<file path="config.mk">
export PLATFORM = sky130hd
export DESIGN_NAME = spiEngine
export DESIGN_NICKNAME = d
export VERILOG_FILES = /design/src/rtl/spiEnginePkg.sv /design/src/rtl/spiEngineCtrl.sv /design/src/rtl/spiEngineDatapath.sv /design/src/rtl/spiEngine.sv
export SDC_FILE = /design/constraint.sdc
export NUM_CORES = 1
export LEC_CHECK = 0
export ABC_AREA = 1
export CAP_MARGIN = 20
export CORE_UTILIZATION = 61
export CTS_CLUSTER_SIZE = 40
export DETAILED_ROUTE_END_ITERATION = 8
export PLACE_DENSITY = 0.84
export SYNTH_ARGS = -nofsm -noshare
export SYNTH_HDL_FRONTEND = slang
export SYNTH_SLANG_ARGS = --single-unit
export TNS_END_PERCENT = 50
</file>
<file path="constraint.sdc">
create_clock -name clk -period 3.68 [get_ports clk]
set_input_delay 0.736 -clock clk [delete_from_list [all_inputs] [get_ports clk]]
set_output_delay 0.736 -clock clk [all_outputs]
set_load 0.02 [all_outputs]
</file>
<file path="src/rtl/spiEnginePkg.sv">
package spiEnginePkg;

  typedef enum logic [1:0] {
    ST_IDLE  = 2'd0,
    ST_LEAD  = 2'd1,
    ST_BITS  = 2'd2,
    ST_TRAIL = 2'd3
  } engState_t;

  // Per-cycle commands from control to datapath
  typedef struct packed {
    logic load;      // accept start: latch payload, assert chip select
    logic rise;      // SCLK rising edge at this clock
    logic fall;      // SCLK falling edge at this clock
    logic leadRise;  // the rising edge that opens bit 0
    logic lastBit;   // current bit is the final one
    logic finish;    // release chip select, publish response
  } engStrobes_t;

endpackage

</file>
<file path="src/rtl/spiEngineCtrl.sv">
module spiEngineCtrl
  import spiEnginePkg::*;
#(
  parameter int DIV_W  = 16,
  parameter int LEN_W  = 6,
  parameter int DATA_W = 32
) (
  input  logic             clk,
  input  logic             rstN,
  input  logic             startStb,
  input  logic [DIV_W-1:0] clkDiv,
  input  logic [LEN_W-1:0] xferLen,
  output logic             ready,
  output engStrobes_t      stb
);

  localparam int IDX_W = $clog2(DATA_W);

  engState_t        state;
  logic [DIV_W-1:0] cnt;
  logic [DIV_W-1:0] pLast;
  logic [DIV_W-1:0] halfLast;
  logic [IDX_W-1:0] bitIdx;
  logic [IDX_W-1:0] lastIdx;

  logic [DIV_W-1:0] pLastNext;
  logic [DIV_W:0]   halfNext;
  logic [IDX_W-1:0] lastIdxNext;
  logic             atEnd;

  // Settings computed from the start inputs
  always_comb begin
    pLastNext = (clkDiv == '0) ? DIV_W'(1) : clkDiv;
    halfNext  = ({1'b0, pLastNext} + (DIV_W+1)'(1)) >> 1;
    if (xferLen == '0 || int'(xferLen) > DATA_W)
      lastIdxNext = IDX_W'(DATA_W - 1);
    else
      lastIdxNext = IDX_W'(xferLen - LEN_W'(1));
  end

  assign atEnd = (cnt == pLast);
  assign ready = (state == ST_IDLE);

  always_comb begin
    stb          = '0;
    stb.load     = (state == ST_IDLE) && startStb;
    stb.lastBit  = (bitIdx == lastIdx);
    stb.leadRise = (state == ST_LEAD) && atEnd;
    stb.rise     = stb.leadRise || ((state == ST_BITS) && atEnd && !stb.lastBit);
    stb.fall     = (state == ST_BITS) && (cnt == halfLast);
    stb.finish   = (state == ST_TRAIL) && atEnd;
  end

  always_ff @(posedge clk) begin
    if (!rstN) begin
      state    <= ST_IDLE;
      cnt      <= '0;
      pLast    <= DIV_W'(1);
      halfLast <= '0;
      bitIdx   <= '0;
      lastIdx  <= '0;
    end else begin
      case (state)
        ST_IDLE: begin
          if (startStb) begin
            state    <= ST_LEAD;
            cnt      <= '0;
            pLast    <= pLastNext;
            halfLast <= DIV_W'(halfNext - (DIV_W+1)'(1));
            lastIdx  <= lastIdxNext;
            bitIdx   <= '0;
          end
        end
        ST_LEAD: begin
          cnt <= atEnd ? '0 : cnt + DIV_W'(1);
          if (atEnd) state <= ST_BITS;
        end
        ST_BITS: begin
          cnt <= atEnd ? '0 : cnt + DIV_W'(1);
          if (atEnd) begin
            if (bitIdx == lastIdx) state <= ST_TRAIL;
            else bitIdx <= bitIdx + IDX_W'(1);
          end
        end
        default: begin
          cnt <= atEnd ? '0 : cnt + DIV_W'(1);
          if (atEnd) state <= ST_IDLE;
        end
      endcase
    end
  end

  // Period counter stays inside the bit period
  assert_cnt_in_period_R2: assert property (@(posedge clk) disable iff (!rstN)
    cnt <= pLast);

  // A start seen while busy leaves the sequencer busy
  assert_busy_start_ignored_R7: assert property (@(posedge clk) disable iff (!rstN)
    (state == ST_BITS && startStb) |=> (state != ST_IDLE && state != ST_LEAD));

endmodule

</file>
<file path="src/rtl/spiEngineDatapath.sv">
module spiEngineDatapath
  import spiEnginePkg::*;
#(
  parameter int DATA_W  = 32,
  parameter int RESP_W  = 24,
  parameter int NUM_TGT = 4,
  parameter int TGT_W   = $clog2(NUM_TGT)
) (
  input  logic               clk,
  input  logic               rstN,
  input  engStrobes_t        stb,
  input  logic [DATA_W-1:0]  startData,
  input  logic               mosiOnRise,
  input  logic               misoOnRise,
  input  logic [TGT_W-1:0]   targetSel,
  input  logic               miso,
  output logic               sclk,
  output logic               mosi,
  output logic [NUM_TGT-1:0] csN,
  output logic [RESP_W-1:0]  response
);

  logic [DATA_W-1:0] txShift;
  logic [RESP_W-1:0] rxShift;
  logic              mosiRiseQ;
  logic              misoRiseQ;
  logic              csActive;
  logic              shiftTx;
  logic              captureRx;

  always_comb begin
    shiftTx   = (stb.rise && mosiRiseQ && !stb.leadRise) ||
                (stb.fall && !mosiRiseQ && !stb.lastBit);
    captureRx = (stb.rise && misoRiseQ) || (stb.fall && !misoRiseQ);
  end

  assign mosi = csActive & txShift[DATA_W-1];

  always_ff @(posedge clk) begin
    if (!rstN) begin
      txShift   <= '0;
      rxShift   <= '0;
      mosiRiseQ <= 1'b0;
      misoRiseQ <= 1'b0;
      csActive  <= 1'b0;
      sclk      <= 1'b0;
      response  <= '0;
    end else begin
      if (stb.load) begin
        txShift   <= startData;
        rxShift   <= '0;
        mosiRiseQ <= mosiOnRise;
        misoRiseQ <= misoOnRise;
        csActive  <= 1'b1;
      end else begin
        if (shiftTx)   txShift <= {txShift[DATA_W-2:0], 1'b0};
        if (captureRx) rxShift <= {rxShift[RESP_W-2:0], miso};
      end
      if (stb.rise)      sclk <= 1'b1;
      else if (stb.fall) sclk <= 1'b0;
      if (stb.finish) begin
        csActive <= 1'b0;
        response <= rxShift;
      end
    end
  end

  // One chip-select flop per target
  for (genvar t = 0; t < NUM_TGT; t++) begin : gen_cs
    always_ff @(posedge clk) begin
      if (!rstN)           csN[t] <= 1'b1;
      else if (stb.load)   csN[t] <= (targetSel != TGT_W'(t));
      else if (stb.finish) csN[t] <= 1'b1;
    end
  end

  assert_sclk_idle_R10: assert property (@(posedge clk) disable iff (!rstN)
    (csN == '1) |-> (!sclk && !mosi));

  assert_rise_inside_cs_R9: assert property (@(posedge clk) disable iff (!rstN)
    $rose(sclk) |-> (csN != '1));

endmodule

</file>
<file path="src/rtl/spiEngine.sv">
module spiEngine
  import spiEnginePkg::*;
#(
  parameter int DATA_W  = 32,
  parameter int RESP_W  = 24,
  parameter int DIV_W   = 16,
  parameter int LEN_W   = 6,
  parameter int NUM_TGT = 4,
  localparam int TGT_W  = $clog2(NUM_TGT)
) (
  input  logic               clk,
  input  logic               rstN,
  input  logic               startStb,
  input  logic [DATA_W-1:0]  startData,
  input  logic [DIV_W-1:0]   clkDiv,
  input  logic [LEN_W-1:0]   xferLen,
  input  logic               mosiOnRise,
  input  logic               misoOnRise,
  input  logic [TGT_W-1:0]   targetSel,
  output logic               sclk,
  output logic               mosi,
  output logic [NUM_TGT-1:0] csN,
  input  logic               miso,
  output logic               ready,
  output logic [RESP_W-1:0]  response
);

  engStrobes_t stb;

  spiEngineCtrl #(
    .DIV_W (DIV_W),
    .LEN_W (LEN_W),
    .DATA_W(DATA_W)
  ) uCtrl (
    .clk     (clk),
    .rstN    (rstN),
    .startStb(startStb),
    .clkDiv  (clkDiv),
    .xferLen (xferLen),
    .ready   (ready),
    .stb     (stb)
  );

  spiEngineDatapath #(
    .DATA_W (DATA_W),
    .RESP_W (RESP_W),
    .NUM_TGT(NUM_TGT),
    .TGT_W  (TGT_W)
  ) uData (
    .clk       (clk),
    .rstN      (rstN),
    .stb       (stb),
    .startData (startData),
    .mosiOnRise(mosiOnRise),
    .misoOnRise(misoOnRise),
    .targetSel (targetSel),
    .miso      (miso),
    .sclk      (sclk),
    .mosi      (mosi),
    .csN       (csN),
    .response  (response)
  );

  assert_one_target_R8: assert property (@(posedge clk) disable iff (!rstN)
    $onehot0(~csN));

  assert_busy_not_ready_R7: assert property (@(posedge clk) disable iff (!rstN)
    (csN != '1) |-> !ready);

  assert_resp_held_R6: assert property (@(posedge clk) disable iff (!rstN)
    (ready && $past(ready)) |-> $stable(response));

endmodule

</file>
==> results.txt <==
Startpoint types: input pin
Int Power: 3.687 mW
Critical-path cell list: clkdlybuf4s50_1, nand2_1, inv_1, or2_2, nand2_1, inv_1, ha_1, nand2_1, nor2_1, nand3_2, nor2_4, nand3_1, nand3_1, nand2_1
Tmin final: 2651 ps
Fmax: 377.2 MHz
Final worst-path cycle share: 72.04%
Total CTS buffers: 17
R2R Setup Slk: 1300 ps
CP arrival: 2970 ps
VDD IR-drop max: 0.4531 mV
FP Rows: 42
Layout cells sized above 1: 6.907%
Initial antenna violation count: 0
Mapped Avg Cell Area: 6.447 um2
Seq/Total Area, Yosys: 35.74%
CP max-delay cell: clkdlybuf4s50_1
NetSw: 2.061 mW
Drt total wl: 20930 um
Max_cap viols: 0
Synth Warn #: 0
Final #Nets: 1421
Worst-path fanout max: 5
Total Negative Setup Slacks: 0 ps
Root Buffer: clkbuf_16
Most common cell in the netlist: nand2_1
First-pass GRT wire length: 35240 um
CTS HTree Levels: 4
Starting Density: 62.60%
Top cells by area, synth: dfxtp_1 36%, nand2_1 17%, inv_1 6.4%
PostCTS Resize Cnt: 0
Synth cell types: 37
Hold_buf cts: 0
Die Y-Extent: 118.6 um
Status: finished, final reports clean
Clock skew: 7.658 ps
Clock buffer depth: 2
Setup bufs post-CTS: 0
Relative slew slack: 50.87%
Ys async rst share: 0%
Largest net degree at the start of global routing: 68
Ys flop type: dfxtp_1
Reg-to-reg startpoint: uCtrl.state[0]
CP Capture Point: uCtrl.halfLast[14]
Total Power: 5.747 mW
Fin. Hold Viols: 0
Most common cell on crit path: nand2_1
Critical Path RT: 4000 ps
Worst Hold Class: flip-flop to flip-flop
Placer Congestion: 0.8997
Commonest cells post-synth: 374 x nand2_1, 148 x dfxtp_1, 142 x inv_1, 142 x nor2_1, 89 x nand3_1
Setup crit end kind: flip-flop
Worst r2r dst: uCtrl.cnt[5]
Setup Viol. Count Final: 0
I/O pin cnt: 93
CTS tree: yes
Clk sinks: 148
Clk Latency, worst-skew pair: 430 ps
DRT Pass-1 Iters: 8
Crit path from: clkDiv[1]
# DRC: 0
Initial drt markers: 906
FF+latch count, synth: 148
Overall global routing resource usage: 30.66%
Power share of the clock group: 32.1%
Final HPWL DP: 14010 um
Port Buffers: 92
CP top delay family: simple AND/OR/NAND/NOR gates
Crit path kind: input pin to flip-flop
Via/cell ratio: 5.373
Die width: 118.6 um
Vias: 8258
RSZ-0062 raised after global routing: false
CP Buf/Inv Count: 3
CP max stage delay: 550 ps
Synth-to-layout area growth: 18.44%
N_diodes: 0
Reg2Reg Depth: 8
Grt ovf: 0
Actual slew at the worst max-slew pin: 736.2 ps
Top-area cell type share of the netlist area: 35.74%
Clock-pin slew on the worst setup and hold paths: 60 ps
Seq pwr share: 34.2%
Mapped Cells: 1286
Pleak: 4.416 nW
Power Dens Cells: 585.3 mW/mm2
Die footprint: 0.01406 mm2
Fill cells: 1115
Number of flops mapped to enable cells by yosys: 0
Synth Cell Area: 0.008290 mm2
Vias in the first global route: 7532
Syn_nets: 1357
Cell taking the most area after synthesis: dfxtp_1
CP Depth: 14
Logic pwr share: 33.7%
Switching share of power: 35.85%
Final Slew Violations: 0
Wire length per cell: 13.62 um
Core ar.: 0.01324 mm2
Antenna viol nets, final: 0
## worst min path at each step
stage	start	endpoint	slack (ps)	cells past startpoint
after floorplan	uCtrl.halfLast[15]	uCtrl.halfLast[15]	440	2
after global placement	uCtrl.halfLast[15]	uCtrl.halfLast[15]	450	2
after detailed placement	uData.response[22]	uData.response[22]	450	2
after CTS	uData.response[22]	uData.response[22]	460	2
after global routing	uData.response[9]	uData.response[9]	480	2
final	uData.response[22]	uData.response[22]	460	2
## metal layers
layer  vias to the layer above  global-route usage, %  part of all wire [%]  routed length [um]
met4                         0                  11.87                   2.5                 520
met5                         -                      0                     0                   0
met3                        42                  5.840                   5.1                1058
li1                       4227                      -                     -                   -
met1                      3744                  39.23                    45                9368
met2                       245                  50.88                    48                9981
## tightest hold or removal path: cells and delay by family (launching register included)
kind	cells	cell delay [ps]
AND/OR/NAND/NOR	1	60
flip-flops	1	310
AO/OA/AOI/OAI	1	50
## layout by cell type, fill, tap and decap left out, types with 2 or more instances in the layout
cell             Yosys  layout
o22ai_1              9       9
nand4_1             49      49
a22oi_1              2       2
nand3_1             89      89
clkbuf_8             0       3
nand3_2              2       2
nor3_1               7       7
nor2_2              33      34
nor2_4               3       3
o31ai_1              2       2
bufinv_16            0       4
a21oi_1             75      75
clkdlybuf4s50_1      0      92
dfxtp_1            148     148
ha_1                 9       9
nor4_1               2       2
clkbuf_16            0      17
clkbuf_1            26       2
inv_2                5       5
o21ai_0             64      64
and2_1               2       2
xor2_1              14      14
buf_4                3      14
inv_1              142     141
nand2_1            374     374
or2_2                2       2
nand3b_1            24      24
nor2_1             142     141
clkinvlp_4           0       2
nand2_2              4       4
o21ai_1              2       2
xnor2_1             13      13
## area by class of cell
cell class	instances	area, um2	share of cell area (%)
repair buffers	106	1026	10.45
clock buffers	22	474.2	4.829
inverters	147	551.8	5.619
flip-flops and latches	148	2963	30.17
well taps	176	220.2	2.243
multi-input cells	930	4436	45.17
clock inverters	8	148.9	1.516
## registers in the layout (all words and copies together), names as in the netlist, 2 cells and up
name and count:
uData.txShift 32, uCtrl.cnt 16, uData.response 24, uCtrl.state 2, uData.csN 4, uCtrl.pLast 16
uCtrl.bitIdx 5, uCtrl.halfLast 16, uData.rxShift 24, uCtrl.lastIdx 5
## kinds of logic (layout without fill, tap and decap cells)
group           count (synthesis)  after routing  synth area share (%)
xor+xnor                       27             27                 2.852
simple gates                  736            736                 39.34
flops                         148            148                 35.74
fa+ha+maj                       9              9                 1.358
buf+inv                       208            283                 10.79
compound gates                158            158                 9.916
## per-stage QoR
stage | utilization [%] | cell area, um2 | std cells | hold slack, ps | setup WS (ps)
finish | 74.15 | 9819 | 1537 | 459.0 | 1029
global route | 74.15 | 9819 | 1537 | 478.1 | 798.3
CTS | 74.15 | 9819 | 1537 | 461.8 | 1056
detailed placement | 69.44 | 9196 | 1507 | 452.6 | 629.6
global placement | 69.44 | 9196 | 1507 | 448.6 | 697.1
floorplan | - | 8290 | 1286 | 436.7 | 1478
## power groups by stage
stage	clock (mW)	combinational, mW	sequential [mW]
final	1.84	1.94	1.97
after global routing	1.94	2.18	1.99
after CTS	1.85	1.92	1.96
after detailed placement	0	1.89	1.99
after global placement	0	1.87	1.99
after floorplan	0	1.45	1.97
Power figures use the tool's default switching activity.
